### config.mk
export PLATFORM = sky130hd
export DESIGN_NAME = bmt_seq
export DESIGN_NICKNAME = d
export VERILOG_FILES = /design/src/rtl/bmt_pkg.sv /design/src/rtl/bmt_addr_wrap.sv /design/src/rtl/bmt_schedule.sv /design/src/rtl/bmt_datagen.sv /design/src/rtl/bmt_compare.sv /design/src/rtl/bmt_seq.sv
export SDC_FILE = /design/constraint.sdc
export NUM_CORES = 1
export LEC_CHECK = 0
export ABC_AREA = 0
export CAP_MARGIN = 20
export CORE_MARGIN = 5
export CORE_UTILIZATION = 58
export CTS_CLUSTER_DIAMETER = 50
export DETAILED_ROUTE_END_ITERATION = 7
export PLACE_DENSITY_LB_ADDON = 0.05
export SETUP_SLACK_MARGIN = 0.05
export SLEW_MARGIN = 40
export SYNTH_ARGS = -nofsm -noshare
export SYNTH_HDL_FRONTEND = slang
export SYNTH_HIERARCHICAL = 1
export SYNTH_SLANG_ARGS = --single-unit
export TNS_END_PERCENT = 5
### constraint.sdc
create_clock -name clk -period 6.9 [get_ports clk]
set_clock_uncertainty 0.15 [all_clocks]
set_input_delay 1.035 -clock clk [delete_from_list [all_inputs] [get_ports clk]]
set_output_delay 1.035 -clock clk [all_outputs]
set_load 0.03 [all_outputs]
### src/rtl/bmt_pkg.sv
package bmt_pkg;
   localparam int DW        = 16;
   localparam int LEN_W     = 10;
   localparam int PAT_W     = 3;
   localparam int LIDX_W    = 3;
   localparam int NUM_PAT   = 7;
   localparam int NUM_LEN   = 8;
   localparam int FIRST_RND = 5;

   typedef enum logic [1:0] {
      PH_WCMD = 2'd0,
      PH_WDAT = 2'd1,
      PH_RCMD = 2'd2,
      PH_RDAT = 2'd3
   } phase_t;

   function automatic logic [DW-1:0] fixed_word(input logic [PAT_W-1:0] p);
      case (p)
         3'd0:    return 16'h0000;
         3'd1:    return 16'hFF00;
         3'd2:    return 16'hAA55;
         3'd3:    return 16'hCC33;
         default: return 16'hF00F;
      endcase
   endfunction

   function automatic logic [LEN_W-1:0] len_of(input logic [LIDX_W-1:0] i);
      case (i)
         3'd0:    return 10'd1;
         3'd1:    return 10'd2;
         3'd2:    return 10'd3;
         3'd3:    return 10'd4;
         3'd4:    return 10'd5;
         3'd5:    return 10'd16;
         3'd6:    return 10'd63;
         default: return 10'd512;
      endcase
   endfunction

   function automatic logic [DW-1:0] lfsr_step(input logic [DW-1:0] s);
      return s[0] ? ((s >> 1) ^ 16'hB400) : (s >> 1);
   endfunction
endpackage

### src/rtl/bmt_addr_wrap.sv
module bmt_addr_wrap
   import bmt_pkg::*;
#(
   parameter int MEM_WORDS = 4096,
   parameter int ADDR_W    = 12
) (
   input  logic [ADDR_W-1:0] a,
   input  logic [LEN_W-1:0]  b,
   output logic [ADDR_W-1:0] y
);
   localparam int SUM_W = ADDR_W + 1;

   if (MEM_WORDS < 512) begin : g_chk_size
      $error("bmt_addr_wrap: MEM_WORDS must be at least 512");
   end

   if (MEM_WORDS == (1 << ADDR_W)) begin : g_pow2
      assign y = a + ADDR_W'(b);
   end else begin : g_generic
      logic [SUM_W-1:0] sum;
      assign sum = SUM_W'(a) + SUM_W'(b);
      assign y   = (sum >= SUM_W'(MEM_WORDS)) ? ADDR_W'(sum - SUM_W'(MEM_WORDS))
                                              : sum[ADDR_W-1:0];
   end
endmodule

### src/rtl/bmt_schedule.sv
module bmt_schedule
   import bmt_pkg::*;
#(
   parameter int MEM_WORDS = 4096,
   parameter int ADDR_W    = 12,
   parameter int ROUND_W   = 16
) (
   input  logic               clk,
   input  logic               rst,
   input  logic               adv,
   output logic [PAT_W-1:0]   pat,
   output logic [LEN_W-1:0]   len,
   output logic [ADDR_W-1:0]  base,
   output logic [ROUND_W-1:0] round,
   output logic               pass_last
);
   logic [LIDX_W-1:0] lidx;
   logic [ADDR_W-1:0] base_next;

   if (ROUND_W < 1) begin : g_chk_round
      $error("bmt_schedule: ROUND_W must be positive");
   end

   assign len       = len_of(lidx);
   assign pass_last = (lidx == LIDX_W'(NUM_LEN - 1));

   bmt_addr_wrap #(.MEM_WORDS(MEM_WORDS), .ADDR_W(ADDR_W)) u_base_wrap (
      .a(base), .b(len), .y(base_next)
   );

   always_ff @(posedge clk) begin
      if (rst) begin
         pat   <= '0;
         lidx  <= '0;
         base  <= '0;
         round <= '0;
      end else if (adv) begin
         base <= base_next;
         if (pass_last) begin
            lidx <= '0;
            if (pat == PAT_W'(NUM_PAT - 1)) begin
               pat   <= '0;
               round <= round + 1'b1;
            end else begin
               pat <= pat + 1'b1;
            end
         end else begin
            lidx <= lidx + 1'b1;
         end
      end
   end

   AST_PAT_RANGE: assert property (@(posedge clk) disable iff (rst)
      pat < PAT_W'(NUM_PAT));
   AST_BASE_RANGE: assert property (@(posedge clk) disable iff (rst)
      base < ADDR_W'(MEM_WORDS) || MEM_WORDS == (1 << ADDR_W));
   AST_ROUND_STEP: assert property (@(posedge clk) disable iff (rst)
      round != $past(round) |-> $past(pat) == PAT_W'(NUM_PAT - 1) && $past(pass_last));
endmodule

### src/rtl/bmt_datagen.sv
module bmt_datagen
   import bmt_pkg::*;
#(
   parameter logic [DW-1:0] SEED_A = 16'hACE1,
   parameter logic [DW-1:0] SEED_B = 16'h1D0F
) (
   input  logic             clk,
   input  logic             rst,
   input  logic [PAT_W-1:0] pat,
   input  logic             save,
   input  logic             restore,
   input  logic             step,
   input  logic             load,
   input  logic             load_second,
   output logic [DW-1:0]    word
);
   logic [DW-1:0] lfsr, seed_q;
   logic          rnd;

   if (SEED_A == '0 || SEED_B == '0) begin : g_chk_seed
      $error("bmt_datagen: seeds must be nonzero");
   end

   assign rnd  = (pat >= PAT_W'(FIRST_RND));
   assign word = rnd ? lfsr : fixed_word(pat);

   always_ff @(posedge clk) begin
      if (rst) begin
         lfsr   <= SEED_A;
         seed_q <= SEED_A;
      end else if (load) begin
         lfsr <= load_second ? SEED_B : SEED_A;
      end else if (restore) begin
         lfsr <= seed_q;
      end else begin
         if (save)
            seed_q <= lfsr;
         if (step && rnd)
            lfsr <= lfsr_step(lfsr);
      end
   end

   AST_LFSR_NONZERO: assert property (@(posedge clk) disable iff (rst)
      lfsr != '0);
   AST_REWIND: assert property (@(posedge clk) disable iff (rst)
      restore && !load |=> lfsr == $past(seed_q));
endmodule

### src/rtl/bmt_compare.sv
module bmt_compare
   import bmt_pkg::*;
#(
   parameter int ADDR_W = 12,
   parameter int ERR_W  = 32
) (
   input  logic              clk,
   input  logic              rst,
   input  logic              fire,
   input  logic [DW-1:0]     got,
   input  logic [DW-1:0]     expect_w,
   input  logic [ADDR_W-1:0] addr,
   output logic              err_strobe,
   output logic [ADDR_W-1:0] err_addr,
   output logic [DW-1:0]     err_expect,
   output logic [DW-1:0]     err_got,
   output logic [ERR_W-1:0]  err_count
);
   logic miss;
   assign miss = fire && (got != expect_w);

   always_ff @(posedge clk) begin
      if (rst) begin
         err_strobe <= 1'b0;
         err_addr   <= '0;
         err_expect <= '0;
         err_got    <= '0;
         err_count  <= '0;
      end else begin
         err_strobe <= miss;
         if (miss) begin
            err_addr   <= addr;
            err_expect <= expect_w;
            err_got    <= got;
            if (err_count != '1)
               err_count <= err_count + 1'b1;
         end
      end
   end

   AST_ERR_MONO: assert property (@(posedge clk) disable iff (rst)
      err_count >= $past(err_count));
   AST_ERR_STEP: assert property (@(posedge clk) disable iff (rst)
      err_strobe && $past(err_count) != '1 |-> err_count == $past(err_count) + 1'b1);
   AST_ERR_FIELDS: assert property (@(posedge clk) disable iff (rst)
      err_strobe |-> err_got != err_expect);
endmodule

### src/rtl/bmt_seq.sv
module bmt_seq
   import bmt_pkg::*;
#(
   parameter int            MEM_WORDS = 4096,
   parameter int            ROUND_W   = 16,
   parameter int            ERR_W     = 32,
   parameter logic [DW-1:0] SEED_A    = 16'hACE1,
   parameter logic [DW-1:0] SEED_B    = 16'h1D0F,
   localparam int           ADDR_W    = $clog2(MEM_WORDS)
) (
   input  logic               clk,
   input  logic               rst,
   output logic               cmd_valid,
   input  logic               cmd_ready,
   output logic               cmd_write,
   output logic [ADDR_W-1:0]  cmd_addr,
   output logic [LEN_W-1:0]   cmd_len,
   output logic               wr_valid,
   input  logic               wr_ready,
   output logic [DW-1:0]      wr_data,
   input  logic               rd_valid,
   output logic               rd_ready,
   input  logic [DW-1:0]      rd_data,
   output logic [ROUND_W-1:0] stat_round,
   output logic [PAT_W-1:0]   stat_pat,
   output logic [LEN_W-1:0]   stat_len,
   output logic [ERR_W-1:0]   err_count,
   output logic               err_strobe,
   output logic [ADDR_W-1:0]  err_addr,
   output logic [DW-1:0]      err_expect,
   output logic [DW-1:0]      err_got
);
   phase_t            phase;
   logic [LEN_W-1:0]  word_cnt, len;
   logic [ADDR_W-1:0] base_addr, cur_addr, cur_next;
   logic [PAT_W-1:0]  pat;
   logic [DW-1:0]     gen_word;
   logic              cmd_fire, wr_fire, rd_fire, last_word, adv, pass_last;
   logic              seed_load;

   if (ERR_W < 1) begin : g_chk_err
      $error("bmt_seq: ERR_W must be positive");
   end

   assign cmd_valid = (phase == PH_WCMD) || (phase == PH_RCMD);
   assign cmd_write = (phase == PH_WCMD);
   assign cmd_addr  = base_addr;
   assign cmd_len   = len;
   assign wr_valid  = (phase == PH_WDAT);
   assign wr_data   = gen_word;
   assign rd_ready  = (phase == PH_RDAT);
   assign stat_pat  = pat;
   assign stat_len  = len;

   assign cmd_fire  = cmd_valid && cmd_ready;
   assign wr_fire   = wr_valid && wr_ready;
   assign rd_fire   = rd_ready && rd_valid;
   assign last_word = (word_cnt == len - 1'b1);
   assign adv       = rd_fire && last_word;
   assign seed_load = adv && pass_last &&
                      (pat == PAT_W'(FIRST_RND - 1) || pat == PAT_W'(FIRST_RND));

   bmt_schedule #(.MEM_WORDS(MEM_WORDS), .ADDR_W(ADDR_W), .ROUND_W(ROUND_W)) u_sched (
      .clk(clk), .rst(rst), .adv(adv),
      .pat(pat), .len(len), .base(base_addr), .round(stat_round), .pass_last(pass_last)
   );

   bmt_addr_wrap #(.MEM_WORDS(MEM_WORDS), .ADDR_W(ADDR_W)) u_word_wrap (
      .a(cur_addr), .b(LEN_W'(1)), .y(cur_next)
   );

   bmt_datagen #(.SEED_A(SEED_A), .SEED_B(SEED_B)) u_gen (
      .clk(clk), .rst(rst), .pat(pat),
      .save(cmd_fire && cmd_write), .restore(cmd_fire && !cmd_write),
      .step(wr_fire || rd_fire), .load(seed_load),
      .load_second(pat == PAT_W'(FIRST_RND)), .word(gen_word)
   );

   bmt_compare #(.ADDR_W(ADDR_W), .ERR_W(ERR_W)) u_cmp (
      .clk(clk), .rst(rst), .fire(rd_fire), .got(rd_data), .expect_w(gen_word),
      .addr(cur_addr), .err_strobe(err_strobe), .err_addr(err_addr),
      .err_expect(err_expect), .err_got(err_got), .err_count(err_count)
   );

   always_ff @(posedge clk) begin
      if (rst) begin
         phase    <= PH_WCMD;
         word_cnt <= '0;
         cur_addr <= '0;
      end else begin
         unique case (phase)
            PH_WCMD, PH_RCMD: if (cmd_fire) begin
               phase    <= (phase == PH_WCMD) ? PH_WDAT : PH_RDAT;
               word_cnt <= '0;
               cur_addr <= base_addr;
            end
            PH_WDAT: if (wr_fire) begin
               if (last_word) phase <= PH_RCMD;
               else begin
                  word_cnt <= word_cnt + 1'b1;
                  cur_addr <= cur_next;
               end
            end
            PH_RDAT: if (rd_fire) begin
               if (last_word) phase <= PH_WCMD;
               else begin
                  word_cnt <= word_cnt + 1'b1;
                  cur_addr <= cur_next;
               end
            end
            default: phase <= PH_WCMD;
         endcase
      end
   end

   AST_CMD_HOLD: assert property (@(posedge clk) disable iff (rst)
      cmd_valid && !cmd_ready |=> cmd_valid && $stable(cmd_addr) && $stable(cmd_len)
                                  && $stable(cmd_write));
   AST_WR_HOLD: assert property (@(posedge clk) disable iff (rst)
      wr_valid && !wr_ready |=> wr_valid && $stable(wr_data));
   AST_ONE_PHASE: assert property (@(posedge clk) disable iff (rst)
      $onehot0({cmd_valid, wr_valid, rd_ready}));
   AST_WORD_BOUND: assert property (@(posedge clk) disable iff (rst)
      (wr_valid || rd_ready) |-> word_cnt < len);
   AST_READ_AFTER_WRITE: assert property (@(posedge clk) disable iff (rst)
      $rose(rd_ready) |-> $past(cmd_valid) && !$past(cmd_write));
endmodule

==> results_dict.tcl, run 1 <==
set metrics [dict create \
    status "complete, no violations" \
    yosysMostFrequentCell "dfxtp_1" \
    yosys.area.top_type "dfxtp_1" \
    layout.cells.non_filler 1487 \
    synth_warnings 6 \
    r2r_cells 15 \
    rr_startpoint "u_sched/lidx[0]" \
    holdWs_ns 0.303 \
    hold_start "u_cmp/err_addr[2]" \
    synthTopCellsByCount "dfxtp_1 (167), nand2_1 (157), a21oi_1 (106), nor2_1 (92), xnor2_1 (53)" \
    fin_util_pct 72.9 \
    wl_per_cell_um 16.5 \
    criticalPathCategory "reg -> reg" \
    cts_buffers 17 \
    ctsHoldBuffers 0 \
    r2r_setup_slack_ns 0.89 \
    rsz0062_at_grt "no" \
    p_seq_share_pct 42.5 \
    finalCriticalPeriod_ns 6.01 \
    clockBufferDepth 2 \
    grt_util_all_layers_pct 25.8 \
    num_rows 46 \
    fin_crit_sh_pct 87.1 \
    synth_cell_types 91 \
    drt-initial-drc-count 468 \
    core_area_mm2 0.0158 \
    viasPerCell 5.78 \
    grt_start_max_net_pins 77 \
    finalSetupTns_ns 0 \
    cp_data_arrival_time_ns 6.22 \
    io_pins 169 \
    cts_resized 0 \
    placed_cell_area_mm2 0.0110 \
    cts_htree_levels 4 \
    relSlewSlack_pct 46.0 \
    cts-root-buf "clkbuf_16" \
    portBuffers 162 \
    syn_inst 1130 \
    peakVddDrop_mv 0.195 \
    stdcell_area_mm2 0.0115 \
    power_mw 2.45 \
    n_antenna_cell 0 \
    max_freq_mhz 166 \
    crit_path_end_kind "register" \
    path_clk_slew_ns 0.07 \
    min_to "u_cmp/err_addr[2]" \
    power.internal_mw 1.71 \
    power_switching_uw 736 \
    p_leak_nw 4.25 \
    die_x_um 137 \
    layout-drive-gt1-share_pct 8.34 \
    drc 0 \
    place.gp.congestion 0.882 \
    worstPathMaxFanout 21 \
    yosys.area.top_type_share_pct 35.7 \
    dpl.hpwl_um 17300 \
    avgSynthCellArea_um2 8.28 \
    yosys_register_bits 167 \
    pwr_density_cell_mw_per_mm2 212 \
    hp-class "reg -> reg" \
    synth_edf_count 0 \
    initial_utilization_pct 59.1 \
    setup_viol_count_final 0 \
    pre_cts_slack_ns 1.01 \
    post_cts_buffers 0 \
    drtAntennaViolNets 0 \
    dp.cells 1455 \
    synthFlopType "dfxtp_1" \
    hold_violations 0 \
    overflow 0 \
    cts.sinks 167 \
    maxCapViolations 0 \
    first_global_vias 7974 \
    syn-cell-area_mm2 0.00935 \
    first_pass_iters 5 \
    crit_required_ns 7.11 \
    startpoint_type "register" \
    final.setup.worst_slack_ns 0.890 \
    clk_latency_ns 0.43 \
    r2r-end "u_sched/round[9]" \
    p_sw_share_pct 30.0 \
    antenna_found_initial 0 \
    drt_wl_total_um 24500 \
    holdPathStages 2 \
    worst_pin_slew_ns 0.807 \
    vias 8592 \
    ys_async_sr_fraction_pct 0 \
    areaGrowthSynthToFinish_pct 23.4 \
    yosysSeqAreaShare_pct 35.7 \
    synth.area.top_cells "dfxtp_1 (36%), nand2_1 (6.3%), a21oi_1 (5.7%)" \
    die_area_mm2 0.0188 \
    finalNetCount 1314 \
    drv_slew 0 \
    clock_power_share_pct 37.5 \
    combinationalPowerShare_pct 20.0 \
    grt_pass1_wl_um 39400 \
    cts_tree "yes" \
    fp.dieH_um 137 \
]
[metal layers]
| layer | global-route usage, % | routed length [µm] | part of all wire (%) |
|---|---|---|---|
| met1 | 33.8 | 11000 | 45 |
| met2 | 41.8 | 11300 | 46 |
| met3 | 5.66 | 1630 | 6.7 |
| met4 | 9.92 | 631 | 2.6 |
| met5 | 0 | 0 | 0 |
[worst max-delay path by stage]
stage / end / cells after the start / slack, ns / from
2_1_floorplan: u_sched/round[9] / 15 / 0.20 / u_sched/lidx[0]
3_3_place_gp: u_sched/round[13] / 15 / 1.0 / u_sched/lidx[0]
3_5_place_dp: u_sched/round[11] / 15 / 1.01 / u_sched/lidx[0]
4_1_cts: u_sched/round[9] / 15 / 0.99 / u_sched/lidx[0]
5_1_grt: u_sched/round[9] / 15 / 0.49 / u_sched/lidx[0]
6_report: u_sched/round[9] / 15 / 0.89 / u_sched/lidx[0]
[kinds of logic (layout without fill, tap and decap cells)]
kind of cell	after synthesis	in the layout	share of synthesized area, %
xor+xnor	67	67	6.27
mux	31	31	3.49
other cells	3	17	0.120
compound gates	252	252	18.4
buf+inv	110	237	5.82
fa+ha+maj	35	35	4.84
flops	167	167	35.7
simple gates	465	465	25.3
[critical path, stage by stage (launching register included)]
cell and delay, ns:
dfxtp_1 0.41, inv_1 0.10, ha_1 0.23, a2111oi_2 0.73, nor2_1 0.31, inv_1 0.13, ha_1 0.19, nor2b_1 0.27
a31oi_1 0.12, or4_4 0.50, a2111oi_4 0.42, and3_2 0.63, nand4_1 0.57, or4_4 0.70, or3_1 0.32, a21oi_1 0.15
[cell type report]
class,instances,area (µm²)
Sequential cell,167,3340
Fill cell,1274,4280
Tap cell,216,270
Clock inverter,11,100
Timing Repair Buffer,167,1660
Clock buffer,21,470
Multi-Input combinational cell,867,5560
Inverter,38,143
[power by group through the flow]
| stage | sequential (mW) | clock [mW] | combinational [mW] |
|---|---|---|---|
| floorplan | 1.06 | 0 | 0.372 |
| global placement | 1.06 | 0 | 0.464 |
| detailed placement | 1.06 | 0 | 0.474 |
| CTS | 1.04 | 0.931 | 0.480 |
| global route | 1.05 | 0.975 | 0.538 |
| finish | 1.04 | 0.918 | 0.491 |
[cells in the final DEF, fill, tap and decap left out, types with 5 or more instances in the layout]
cell type,count
nor4_1,11
nor3_1,17
xnor2_1,53
nand2b_1,11
a21oi_1,105
a211oi_1,10
or4_1,8
nand3_1,34
clkbuf_16,17
o211ai_1,10
nor2b_1,20
nor2_1,91
xor2_1,14
o31ai_1,5
ha_1,33
nand2_1,157
mux2i_1,18
nand4_1,17
and3_1,13
and2_1,18
clkdlybuf4s50_1,161
a21o_1,14
a221oi_1,6
a31oi_1,6
or2_2,8
dfxtp_1,167
or3_1,14
o21ai_0,29
o22ai_1,6
a221o_1,10
a31o_2,6
mux2_2,12
conb_1,17
nand4b_1,5
clkinvlp_4,5
inv_1,37
buf_4,5
[registers in the layout (all words and copies together), names as in the netlist, 2 cells and up]
name,count
u_cmp/err_count,32
u_cmp/err_expect,16
u_cmp/err_got,16
u_gen/lfsr,16
u_gen/seed_q,16
u_sched/round,16
cur_addr,12
u_cmp/err_addr,12
u_sched/base,12
word_cnt,10
u_sched/lidx,3
u_sched/pat,3
phase,2
(Power assumes the default switching activity.)
==> inputs of run 2 (changes only) <==
--- a/config.mk
+++ b/config.mk
@@ -6,10 +6,10 @@
 export NUM_CORES = 1
 export LEC_CHECK = 0
 export ABC_AREA = 0
-export CAP_MARGIN = 20
-export CORE_MARGIN = 5
+export CAP_MARGIN = 25
+export CORE_MARGIN = 2
 export CORE_UTILIZATION = 58
-export CTS_CLUSTER_DIAMETER = 50
+export CTS_CLUSTER_DIAMETER = 30
 export DETAILED_ROUTE_END_ITERATION = 7
 export PLACE_DENSITY_LB_ADDON = 0.05
 export SETUP_SLACK_MARGIN = 0.05
==> run 2 against run 1 <==
Against the previous run: via count rose by 0.35%; critical path type unchanged; sequential power about the same; flip-flop and latch count stayed put; largest cell class unchanged; hold slack worse by 0.0025 ns.
==> results_dict.tcl, run 2 (synthesis results as in run 1) <==
set metrics [dict create \
    grt_pass1_wl_um 38700 \
    viasPerCell 5.78 \
    wl_per_cell_um 16.4 \
    p_seq_share_pct 40.8 \
    overflow 0 \
    min_to "u_cmp/err_addr[1]" \
    place.gp.congestion 0.878 \
    grt_start_max_net_pins 51 \
    max_freq_mhz 166 \
    drtAntennaViolNets 0 \
    cts_buffers 17 \
    hold_violations 0 \
    cts_tree "yes" \
    final_common_cell "dfxtp_1" \
    stdcell_area_mm2 0.0116 \
    status "complete, no violations" \
    peakVddDrop_mv 0.190 \
    path_clk_slew_ns 0.06 \
    cp_data_arrival_time_ns 6.24 \
    placed_cell_area_mm2 0.0110 \
    post_cts_buffers 0 \
    clk_latency_ns 0.42 \
    finalSetupTns_ns 0 \
    initial_utilization_pct 59.1 \
    clock_power_share_pct 39.7 \
    power_switching_uw 729 \
    cts_htree_levels 4 \
    layout-drive-gt1-share_pct 8.47 \
    fp.dieH_um 131 \
    fin_util_pct 73.5 \
    largest-register "u_cmp/err_count" \
    drt-initial-drc-count 615 \
    crit_path_end_kind "register" \
    hp-class "reg -> reg" \
    combinationalPowerShare_pct 19.5 \
    power_mw 2.55 \
    crit_required_ns 7.10 \
    dpl.hpwl_um 17400 \
    power.internal_mw 1.82 \
    finalCriticalPeriod_ns 6.04 \
    r2r_setup_slack_ns 0.86 \
    ctsHoldBuffers 0 \
    drt_wl_total_um 24400 \
    final.setup.worst_slack_ns 0.860 \
    grt_util_all_layers_pct 28.0 \
    die_area_mm2 0.0172 \
    antenna_found_initial 0 \
    pwr_density_cell_mw_per_mm2 219 \
    first_global_vias 7798 \
    maxCapViolations 0 \
    relSlewSlack_pct 45.4 \
    vias 8622 \
    pre_cts_slack_ns 1.01 \
    cts.sinks 167 \
    holdPathStages 2 \
    core_area_mm2 0.0158 \
    num_rows 46 \
    fin_crit_sh_pct 87.5 \
    worst_pin_slew_ns 0.818 \
    io_pins 169 \
    p_sw_share_pct 28.6 \
    rsz0062_at_grt "no" \
    startpoint_type "register" \
    drc 0 \
    areaGrowthSynthToFinish_pct 24.3 \
    drv_slew 0 \
    worstPathMaxFanout 21 \
    largest_reg_flops 32 \
    setup_viol_count_final 0 \
    hold_start "u_cmp/err_addr[1]" \
    n_fill_cell 1291 \
    n_antenna_cell 0 \
    clockBufferDepth 2 \
    portBuffers 162 \
    die_x_um 131 \
    r2r-end "u_sched/round[9]" \
    first_pass_iters 5 \
    criticalPathCategory "reg -> reg" \
    finalNetCount 1319 \
    final_cell_mix "dfxtp_1 (167), clkdlybuf4s50_1 (161), nand2_1 (157)" \
    p_leak_nw 4.31 \
    cts-root-buf "clkbuf_16" \
    rr_startpoint "u_sched/lidx[0]" \
    cts_resized 0 \
    r2r_cells 15 \
]
-- run 2: area by class of cell --
class | instances | area (µm²) | share of cell area (%)
clock inverters | 9 | 148 | 1.27
well taps | 216 | 270 | 2.32
inverters | 38 | 143 | 1.23
flip-flops and latches | 167 | 3340 | 28.7
clock buffers | 22 | 474 | 4.08
multi-input cells | 867 | 5560 | 47.8
repair buffers | 172 | 1690 | 14.6
-- run 2: metrics by stage --
stage / std cells / hold WS, ns
floorplan: 1144 / 0.277
global placement: 1458 / 0.289
detailed placement: 1460 / 0.295
CTS: 1491 / 0.303
global route: 1491 / 0.320
finish: 1491 / 0.301
-- run 2: routing by layer --
layer | vias up | wire [µm] | track usage [%]
met3 | 37 | 1640 | 5.90
met2 | 287 | 11800 | 47.3
li1 | 4244 | - | -
met1 | 4054 | 10500 | 35.6
met5 | - | 0 | 0
met4 | 0 | 469 | 9.45
-- run 2: worst max-delay path, cell delays in order, from the launching register on --
cell	delay, ns
dfxtp_1	0.42
inv_1	0.09
ha_1	0.23
a2111oi_2	0.69
nor2_1	0.30
inv_1	0.12
ha_1	0.19
nor2b_1	0.27
a31oi_1	0.13
or4_4	0.51
a2111oi_4	0.45
and3_2	0.65
nand4_1	0.57
or4_4	0.70
or3_1	0.33
a21oi_1	0.17
-- run 2: worst max-delay path by stage --
stage	start	to	slack (ns)	cells past startpoint
6_report	u_sched/lidx[0]	u_sched/round[9]	0.86	15
3_3_place_gp	u_sched/lidx[0]	u_sched/round[13]	0.96	15
2_1_floorplan	u_sched/lidx[0]	u_sched/round[9]	0.20	15
3_5_place_dp	u_sched/lidx[0]	u_sched/round[9]	1.01	15
4_1_cts	u_sched/lidx[0]	u_sched/round[9]	0.96	15
5_1_grt	u_sched/lidx[0]	u_gen/seed_q[8]	0.47	15
-- run 2: power by group through the flow --
stage | Clock [mW] | Combinational (mW) | Sequential [mW]
floorplan | 0 | 0.372 | 1.06
global placement | 0 | 0.466 | 1.06
detailed placement | 0 | 0.480 | 1.06
CTS | 1.02 | 0.486 | 1.04
global route | 1.06 | 0.547 | 1.05
finish | 1.01 | 0.498 | 1.04
